[config.mk]
export PLATFORM = sky130hd
export DESIGN_NAME = tp_pulse_gen
export DESIGN_NICKNAME = d
export VERILOG_FILES = /design/src/rtl/tp_pkg.sv /design/src/rtl/tp_tap_mux.sv /design/src/rtl/tp_interval_gen.sv /design/src/rtl/tp_pulse_gen.sv
export SDC_FILE = /design/constraint.sdc
export NUM_CORES = 1
export LEC_CHECK = 0
export BUFFER_PORTS_ARGS = -buffer_cell sky130_fd_sc_hd__buf_2
export CAP_MARGIN = 5
export CORE_AREA = 4 4 57 59
export DETAILED_ROUTE_END_ITERATION = 10
export DIE_AREA = 0 0 61 63
export GPL_ROUTABILITY_DRIVEN = 0
export GPL_TIMING_DRIVEN = 0
export SYNTH_ARGS = -nofsm -noshare
export SYNTH_HDL_FRONTEND = slang
export SYNTH_SLANG_ARGS = --single-unit
[constraint.sdc]
create_clock -name clk -period 1.6 [get_ports clk]
set_clock_uncertainty 0.1 [all_clocks]
set_input_delay 0.08 -clock clk [delete_from_list [all_inputs] [get_ports clk]]
set_output_delay 0.08 -clock clk [all_outputs]
set_load 0.1 [all_outputs]
[src/rtl/tp_pkg.sv]
package tp_pkg;

  typedef enum logic [2:0] {
    TP_SQ64  = 3'd0,
    TP_SQ256 = 3'd1,
    TP_SQ2K  = 3'd2,
    TP_SQ4K  = 3'd3,
    TP_IV1   = 3'd4,
    TP_IV10  = 3'd5,
    TP_IV30  = 3'd6,
    TP_IV60  = 3'd7
  } tp_mode_e;

  // codes with the top bit set count seconds
  function automatic logic is_interval(tp_mode_e m);
    return m[2];
  endfunction

  // interval length in ticks; 0 for square-wave modes
  function automatic int unsigned interval_len(tp_mode_e m);
    case (m)
      TP_IV1:  return 1;
      TP_IV10: return 10;
      TP_IV30: return 30;
      TP_IV60: return 60;
      default: return 0;
    endcase
  endfunction

endpackage

[src/rtl/tp_tap_mux.sv]
module tp_tap_mux #(
  parameter int DIV_STAGES = 15,
  parameter int TAP_SQ64   = 9,
  parameter int TAP_SQ256  = 7,
  parameter int TAP_SQ2K   = 4,
  parameter int TAP_SQ4K   = 3
) (
  input  logic                  clk,
  input  logic                  rst_n,
  input  logic [DIV_STAGES-1:0] taps,
  input  tp_pkg::tp_mode_e      mode,
  output logic                  tap_q
);
  import tp_pkg::*;

  logic sel_bit;

  always_comb begin
    case (mode)
      TP_SQ256: sel_bit = taps[TAP_SQ256-1];
      TP_SQ2K:  sel_bit = taps[TAP_SQ2K-1];
      TP_SQ4K:  sel_bit = taps[TAP_SQ4K-1];
      default:  sel_bit = taps[TAP_SQ64-1];
    endcase
  end

  always_ff @(posedge clk or negedge rst_n) begin
    if (!rst_n) tap_q <= 1'b0;
    else        tap_q <= sel_bit;
  end

endmodule

[src/rtl/tp_interval_gen.sv]
module tp_interval_gen #(
  parameter int CNT_W = 6
) (
  input  logic             clk,
  input  logic             rst_n,
  input  logic             tap64,
  input  logic             sec_tick,
  input  tp_pkg::tp_mode_e mode,
  input  logic             mode_chg,
  output logic             pulse_q
);
  import tp_pkg::*;

  logic [CNT_W-1:0] cnt_q;
  logic             tap64_d;
  logic             intv;
  logic [CNT_W-1:0] last_val;
  logic             wrap;
  logic             tap64_rise;

  assign intv       = is_interval(mode);
  assign last_val   = CNT_W'(interval_len(mode) - 1);
  assign wrap       = intv && !mode_chg && sec_tick && (cnt_q == last_val);
  assign tap64_rise = tap64 && !tap64_d;

  always_ff @(posedge clk or negedge rst_n) begin
    if (!rst_n) begin
      cnt_q   <= '0;
      tap64_d <= 1'b0;
      pulse_q <= 1'b0;
    end else begin
      tap64_d <= tap64;
      if (mode_chg || !intv) begin
        cnt_q   <= '0;
        pulse_q <= 1'b0;
      end else begin
        if (sec_tick) cnt_q <= wrap ? '0 : cnt_q + 1'b1;
        if (wrap)                       pulse_q <= 1'b1;
        else if (pulse_q && tap64_rise) pulse_q <= 1'b0;
      end
    end
  end


  rise_needs_tick_chk: assert property (@(posedge clk) disable iff (!rst_n)
    $rose(pulse_q) |-> $past(sec_tick));


  cnt_bound_chk: assert property (@(posedge clk) disable iff (!rst_n)
    (intv && !mode_chg) |-> (cnt_q <= last_val));


  chg_clears_chk: assert property (@(posedge clk) disable iff (!rst_n)
    mode_chg |=> (cnt_q == '0) && !pulse_q);


  pulse_end_chk: assert property (@(posedge clk) disable iff (!rst_n)
    (pulse_q && tap64_rise && !wrap) |=> !pulse_q);

endmodule

[src/rtl/tp_pulse_gen.sv]
module tp_pulse_gen #(
  parameter int DIV_STAGES = 15,
  parameter int TAP_SQ64   = 9,
  parameter int TAP_SQ256  = 7,
  parameter int TAP_SQ2K   = 4,
  parameter int TAP_SQ4K   = 3,
  parameter int MAX_SECS   = 60,
  localparam int CNT_W     = $clog2(MAX_SECS)
) (
  input  logic                  clk,
  input  logic                  rst_n,
  input  logic [DIV_STAGES-1:0] div_taps,
  input  logic                  sec_tick,
  input  logic [2:0]            mode_sel,
  output logic                  tp_sink
);
  import tp_pkg::*;

  tp_mode_e mode, mode_q;
  logic     mode_chg;
  logic     tap_q;
  logic     pulse_q;
  logic     level;

  assign mode     = tp_mode_e'(mode_sel);
  assign mode_chg = (mode != mode_q);

  always_ff @(posedge clk or negedge rst_n) begin
    if (!rst_n) mode_q <= TP_SQ64;
    else        mode_q <= mode;
  end

  tp_tap_mux #(
    .DIV_STAGES(DIV_STAGES), .TAP_SQ64(TAP_SQ64), .TAP_SQ256(TAP_SQ256),
    .TAP_SQ2K(TAP_SQ2K), .TAP_SQ4K(TAP_SQ4K)
  ) u_mux (
    .clk(clk), .rst_n(rst_n), .taps(div_taps), .mode(mode), .tap_q(tap_q)
  );

  tp_interval_gen #(.CNT_W(CNT_W)) u_intv (
    .clk(clk), .rst_n(rst_n), .tap64(div_taps[TAP_SQ64-1]),
    .sec_tick(sec_tick), .mode(mode), .mode_chg(mode_chg), .pulse_q(pulse_q)
  );

  assign level   = is_interval(mode_q) ? pulse_q : tap_q;
  assign tp_sink = !level;


  sq_no_pulse_chk: assert property (@(posedge clk) disable iff (!rst_n)
    !is_interval(mode_q) |-> !pulse_q);

endmodule

Word level (Yosys, flattened, before mapping)
Cells that the tools add are included.
W data, S select, Z words.
- output and inout port bits: 1
- word-level logic and storage cells: 37
- register bits: 12
- multiplexer cells: 9
- reductions and logical operators: 12
- equal/unequal tests: 9
- add/subtract/negate cells: 2
- operators with widths (kind ; count):
    $pmux W6 S4 ; 1
    $mux W6 ; 3
    $eq A3 B3 Y1 const B ; 4
    $add A6 B1 Y6 const B ; 1
    $eq A3 B2 Y1 const B ; 2
    $eq A6 B6 Y1 ; 1
    $sub A6 B1 Y6 const B ; 1
    $logic_and A1 B1 Y1 ; 5
    $logic_not A1 Y1 ; 4
    $mux W1 ; 4
    $eq A3 B1 Y1 const B ; 1
    $ne A3 B3 Y1 ; 1
    $pmux W1 S3 ; 1
    $reduce_bool A3 Y1 ; 1
    $reduce_bool A2 Y1 ; 1
    $logic_or A1 B1 Y1 ; 1

Logic depth before layout (Yosys ltp)
- word-level depth: 8
- mapped depth: 9
- depth with buffers taken out: 8

Modules after synthesis
A second synthesis with hierarchy kept.
- cells, all modules: 78
- area, all modules: 793.3 µm²
- modules (own cells, without submodules) (module ; instances ; cells an instance ; area an instance (µm²) ; seq. area each (µm²)):
    tp_interval_gen ; 1 ; 63 ; 606.8 ; 200.2
    tp_pulse_gen ; 1 ; 8 ; 116.4 ; 75.1
    tp_tap_mux ; 1 ; 7 ; 70.1 ; 25.0

Worst setup path before layout
OpenSTA, ideal clock, no wires.
- path kind: reg2out
- from: register mode_q[2]
- to: output tp_sink
- path slack: -537 ps
- arrival time: 1957 ps
- cell stages (with the launch flop): 2
- data required time: 1420 ps
- cells stage by stage: dfrtp_1 mux2i_1
- longest elaborated chain between the ends: 2
- ends and longest elaborated chain (what ; RTL line ; text):
    from (decl) ; tp_pulse_gen.sv:19 ; tp_mode_e mode, mode_q;
    from (signal assigned) ; tp_pulse_gen.sv:30 ; else mode_q <= mode;
    $mux W1 ; tp_pulse_gen.sv:45 ; assign level = is_interval(mode_q) ? pulse_q : tap_q;
    $logic_not A1 Y1 ; tp_pulse_gen.sv:46 ; assign tp_sink = !level;
    to (decl) ; tp_pulse_gen.sv:15 ; output logic tp_sink
No other way between the ends.

Worst setup path in the final report
- from: register u_intv.cnt_q[1]
- to: register u_intv.pulse_q
- longest elaborated chain between the ends: 4
- elaborated cells between the ends (all ways): 5
- ends and longest elaborated chain (what ; RTL line ; text):
    from (decl) ; tp_interval_gen.sv:14 ; logic [CNT_W-1:0] cnt_q;
    from (signal assigned) ; tp_interval_gen.sv:37 ; if (sec_tick) cnt_q <= wrap ? '0 : cnt_q + 1'b1;
    $eq A6 B6 Y1 (*) ; tp_interval_gen.sv:23 ; assign wrap = intv && !mode_chg && sec_tick && (cnt_q == last_val);
    $logic_and A1 B1 Y1 (*) ; tp_interval_gen.sv:23 ;
    $mux W1 ; tp_interval_gen.sv:38 ; if (wrap) pulse_q <= 1'b1;
    $mux W1 ; tp_interval_gen.sv:33 ; if (mode_chg || !intv) begin
    to (signal assigned) ; tp_interval_gen.sv:35 ; pulse_q <= 1'b0;
    to (signal assigned) ; tp_interval_gen.sv:38 ;
    to (signal assigned) ; tp_interval_gen.sv:39 ; else if (pulse_q && tap64_rise) pulse_q <= 1'b0;
    to (decl) ; tp_interval_gen.sv:10 ; output logic pulse_q
Mark *: on every way between the ends. The rest lies on a longest branch, timed or not.
A chain may end at the register's enable or synchronous reset.

==> flow_metrics.tcl <==
set metrics [dict create \
    pre_cts_ws_ps -666 \
    grt-ovfl-total 0 \
    whs_ps -1.23 \
    period_minus_slack_ps 1680 \
    area_growth_pct 39.6 \
    drt_pass1_iterations 4 \
    syn_area_per_cell_sq_um 9.19 \
    timing.rr.start "u_intv.cnt_q[1]" \
    top_level_ports 22 \
    crit_arrival_ps 1770 \
    syn_inst 85 \
    hold_class "in2reg" \
    wire_per_inst_microns 13.5 \
    worst_slack_ps -76.9 \
    setup_violations 7 \
    port_buffers 9 \
    grt_first_pass_wirelength_microns 3070 \
    clock-sinks 12 \
    first_iter_violations 26 \
    initial_core_util 0.288 \
    clockBufferDepth 2 \
    cp_slowest_cell "or4_1" \
    grt_use_total 0.104 \
    die-area_sq_um 3840 \
    power_density_nw_per_um2 602 \
    clk_pin_slew_ps 70 \
    ys.flop_type "dfrtp_1" \
    yosys_warnings 0 \
    crit_fanout 3 \
    die_h_microns 63 \
    grt_pass1_vias 700 \
    hpwl_microns 1280 \
    status "finished with violations" \
    synthArstFlopShare 1.00 \
    final-hold-violation-count 1 \
    drc 0 \
    start_kind "flip-flop" \
    netlist_area_sq_um 781 \
    nets 136 \
    fmax_mhz 596 \
    std_cell_rows 19 \
    worstSetupPathDepth 5 \
    r2r_setup_slack_ps -80 \
    drt_wl_total_microns 1910 \
    reg2reg_depth 5 \
    multi_input_area_sq_um 484 \
    die_x_microns 61 \
    clock_tree.root_cell "clkbuf_4" \
    seq_area_sq_um 304 \
    vias 730 \
    insertion_delay_ps 270 \
    ant_nets 0 \
    leakagePower_uw 0.000478 \
    post-route-period-util 1.05 \
    numCtsBuffers 3 \
    maxSlewHeadroom 0.680 \
    cts_tree "built" \
    num-fill-cells 271 \
    violations "negative hold slack, negative setup slack" \
    crit_buf_inv 0 \
    synth_fp_nets 108 \
    drv_cap 0 \
    r2r_end "u_intv.pulse_q" \
    rsz0062_at_grt "true" \
    yosysUniqueCellTypes 32 \
    num_antenna_cells 0 \
    worstMarginPinSlew_ps 484 \
    crit_end "u_intv.pulse_q" \
    end_kind "flip-flop" \
    max-vdd-ir-drop_uv 437 \
    max_stage_delay_ps 500 \
    final_layout_size_suffix_gt1_frac 0.396 \
    critPathRequiredTime_ps 1700 \
    ys_ff_latch 12 \
    fp.coreArea_sq_um 2710 \
    drv_slew 0 \
    synth_seq_area_share 0.385 \
    antenna_found_initial 0 \
    path_delay_family "simple AND/OR/NAND/NOR gates" \
    synth-edff-count 0 \
    path_cells "xnor2_4 -> a211oi_2 -> nand4_1 -> or4_1 -> o21ai_1" \
    grt_start_max_net_pins 13 \
    cp-startpoint "u_intv.cnt_q[1]" \
    criticalPathCategory "reg2reg" \
    htreeDepth 1 \
    vias_per_cell 5.14 \
]
## cells in the mapped netlist (2+ instances only)
master / instances / share of area
a21oi_1: 6 / 0.038
and2_1: 2 / 0.016
and3_1: 4 / 0.032
buf_6: 4 / 0.058
dfrtp_1: 12 / 0.38
ha_1: 2 / 0.032
inv_1: 2 / 0.0096
nand2_1: 8 / 0.038
nand3_1: 4 / 0.026
nor2_1: 7 / 0.034
nor3_1: 3 / 0.019
nor4_1: 3 / 0.024
o211ai_1: 2 / 0.019
o21ai_0: 4 / 0.026
o21ai_1: 2 / 0.013
xnor2_1: 4 / 0.045
## sequential cells by signal (all words and copies together) (netlist names)
signal          flops
mode_q              3
u_intv.cnt_q        6
u_intv.pulse_q      1
u_intv.tap64_d      1
u_mux.tap_q         1
## where the power goes
part           internal, uW  switching (uW)  total [uW]
Clock                  87.1            94.0         181
Sequential              311            4.94         316
Combinational          77.4            81.1         159
Total                   476             180         656
## placed cells by master, fill, tap and decap left out, types with 2 or more instances in the layout
master / n
dfrtp_1: 9
buf_2: 7
clkbuf_4: 3
nand2_1: 7
o211ai_1: 2
dfrtp_2: 3
o21ai_0: 4
buf_4: 10
dlygate4sd3_1: 5
xnor2_1: 3
o21ai_1: 2
inv_1: 2
nor2_1: 6
and3_1: 4
nor4_1: 3
nor3_1: 2
buf_6: 5
nand3_1: 4
a21oi_1: 6
## how the worst min path moves through the flow
stage | startpoint | end | cells after the start
floorplan | rst_n | mode_q[0] | 0
global placement | rst_n | u_intv.pulse_q | 1
detailed placement | rst_n | u_intv.pulse_q | 1
CTS | sec_tick | u_intv.cnt_q[0] | 3
global route | sec_tick | u_intv.cnt_q[1] | 3
finish | sec_tick | u_intv.cnt_q[1] | 3
## kinds of logic after synthesis
kind of cell	after synthesis	synth area share
flops	12	0.385
compound gates	20	0.168
fa+ha+maj	2	0.0320
simple gates	36	0.253
xor+xnor	5	0.0561
mux	2	0.0272
buf+inv	8	0.0785
## timing repair
| item | 4_1_cts | 5_1_grt |
|---|---|---|
| endpoints found under the hold margin | 17 | 0 |
| setup buffers | 10 | 2 |
| pin swaps | 12 | 8 |
| hold buffers | 5 | 0 |
| setup endpoints to repair | 7 | 7 |
| resized for setup | 11 | 4 |
## through the flow
step | cells | setup TNS (ps) | utilization | instance area (sq um) | power, uW
after floorplan | 85 | -1030 | - | 791 | 404
after global placement | 125 | -3430 | 0.323 | 875 | 434
after detailed placement | 125 | -3920 | 0.323 | 875 | 437
after CTS | 142 | -355 | 0.397 | 1080 | 660
after global routing | 142 | -859 | 0.402 | 1090 | 691
final | 142 | -283 | 0.402 | 1090 | 656
## worst reg2reg max path, stage by stage, from the launching register on
cell	delay (ps)
dfrtp_2	460
xnor2_4	160
a211oi_2	150
nand4_1	150
or4_1	500
o21ai_1	90
## layer usage
layer / vias to the layer above / GRT usage / wire length, microns
met3: 2 / 0.0372 / 89
met4: 0 / 0.0244 / 8
li1: 360 / - / -
met5: - / 0 / 0
met1: 354 / 0.131 / 836
met2: 14 / 0.166 / 977
## layout make-up
| cell class | instances | share of cell area |
|---|---|---|
| inverters | 3 | 0.0103 |
| well taps | 31 | 0.0356 |
| flip-flops and latches | 12 | 0.279 |
| repair buffers | 26 | 0.189 |
| multi-input cells | 65 | 0.444 |
| plain buffers | 2 | 0.0207 |
| clock buffers | 3 | 0.0207 |
Power figures use the tool's default switching activity.
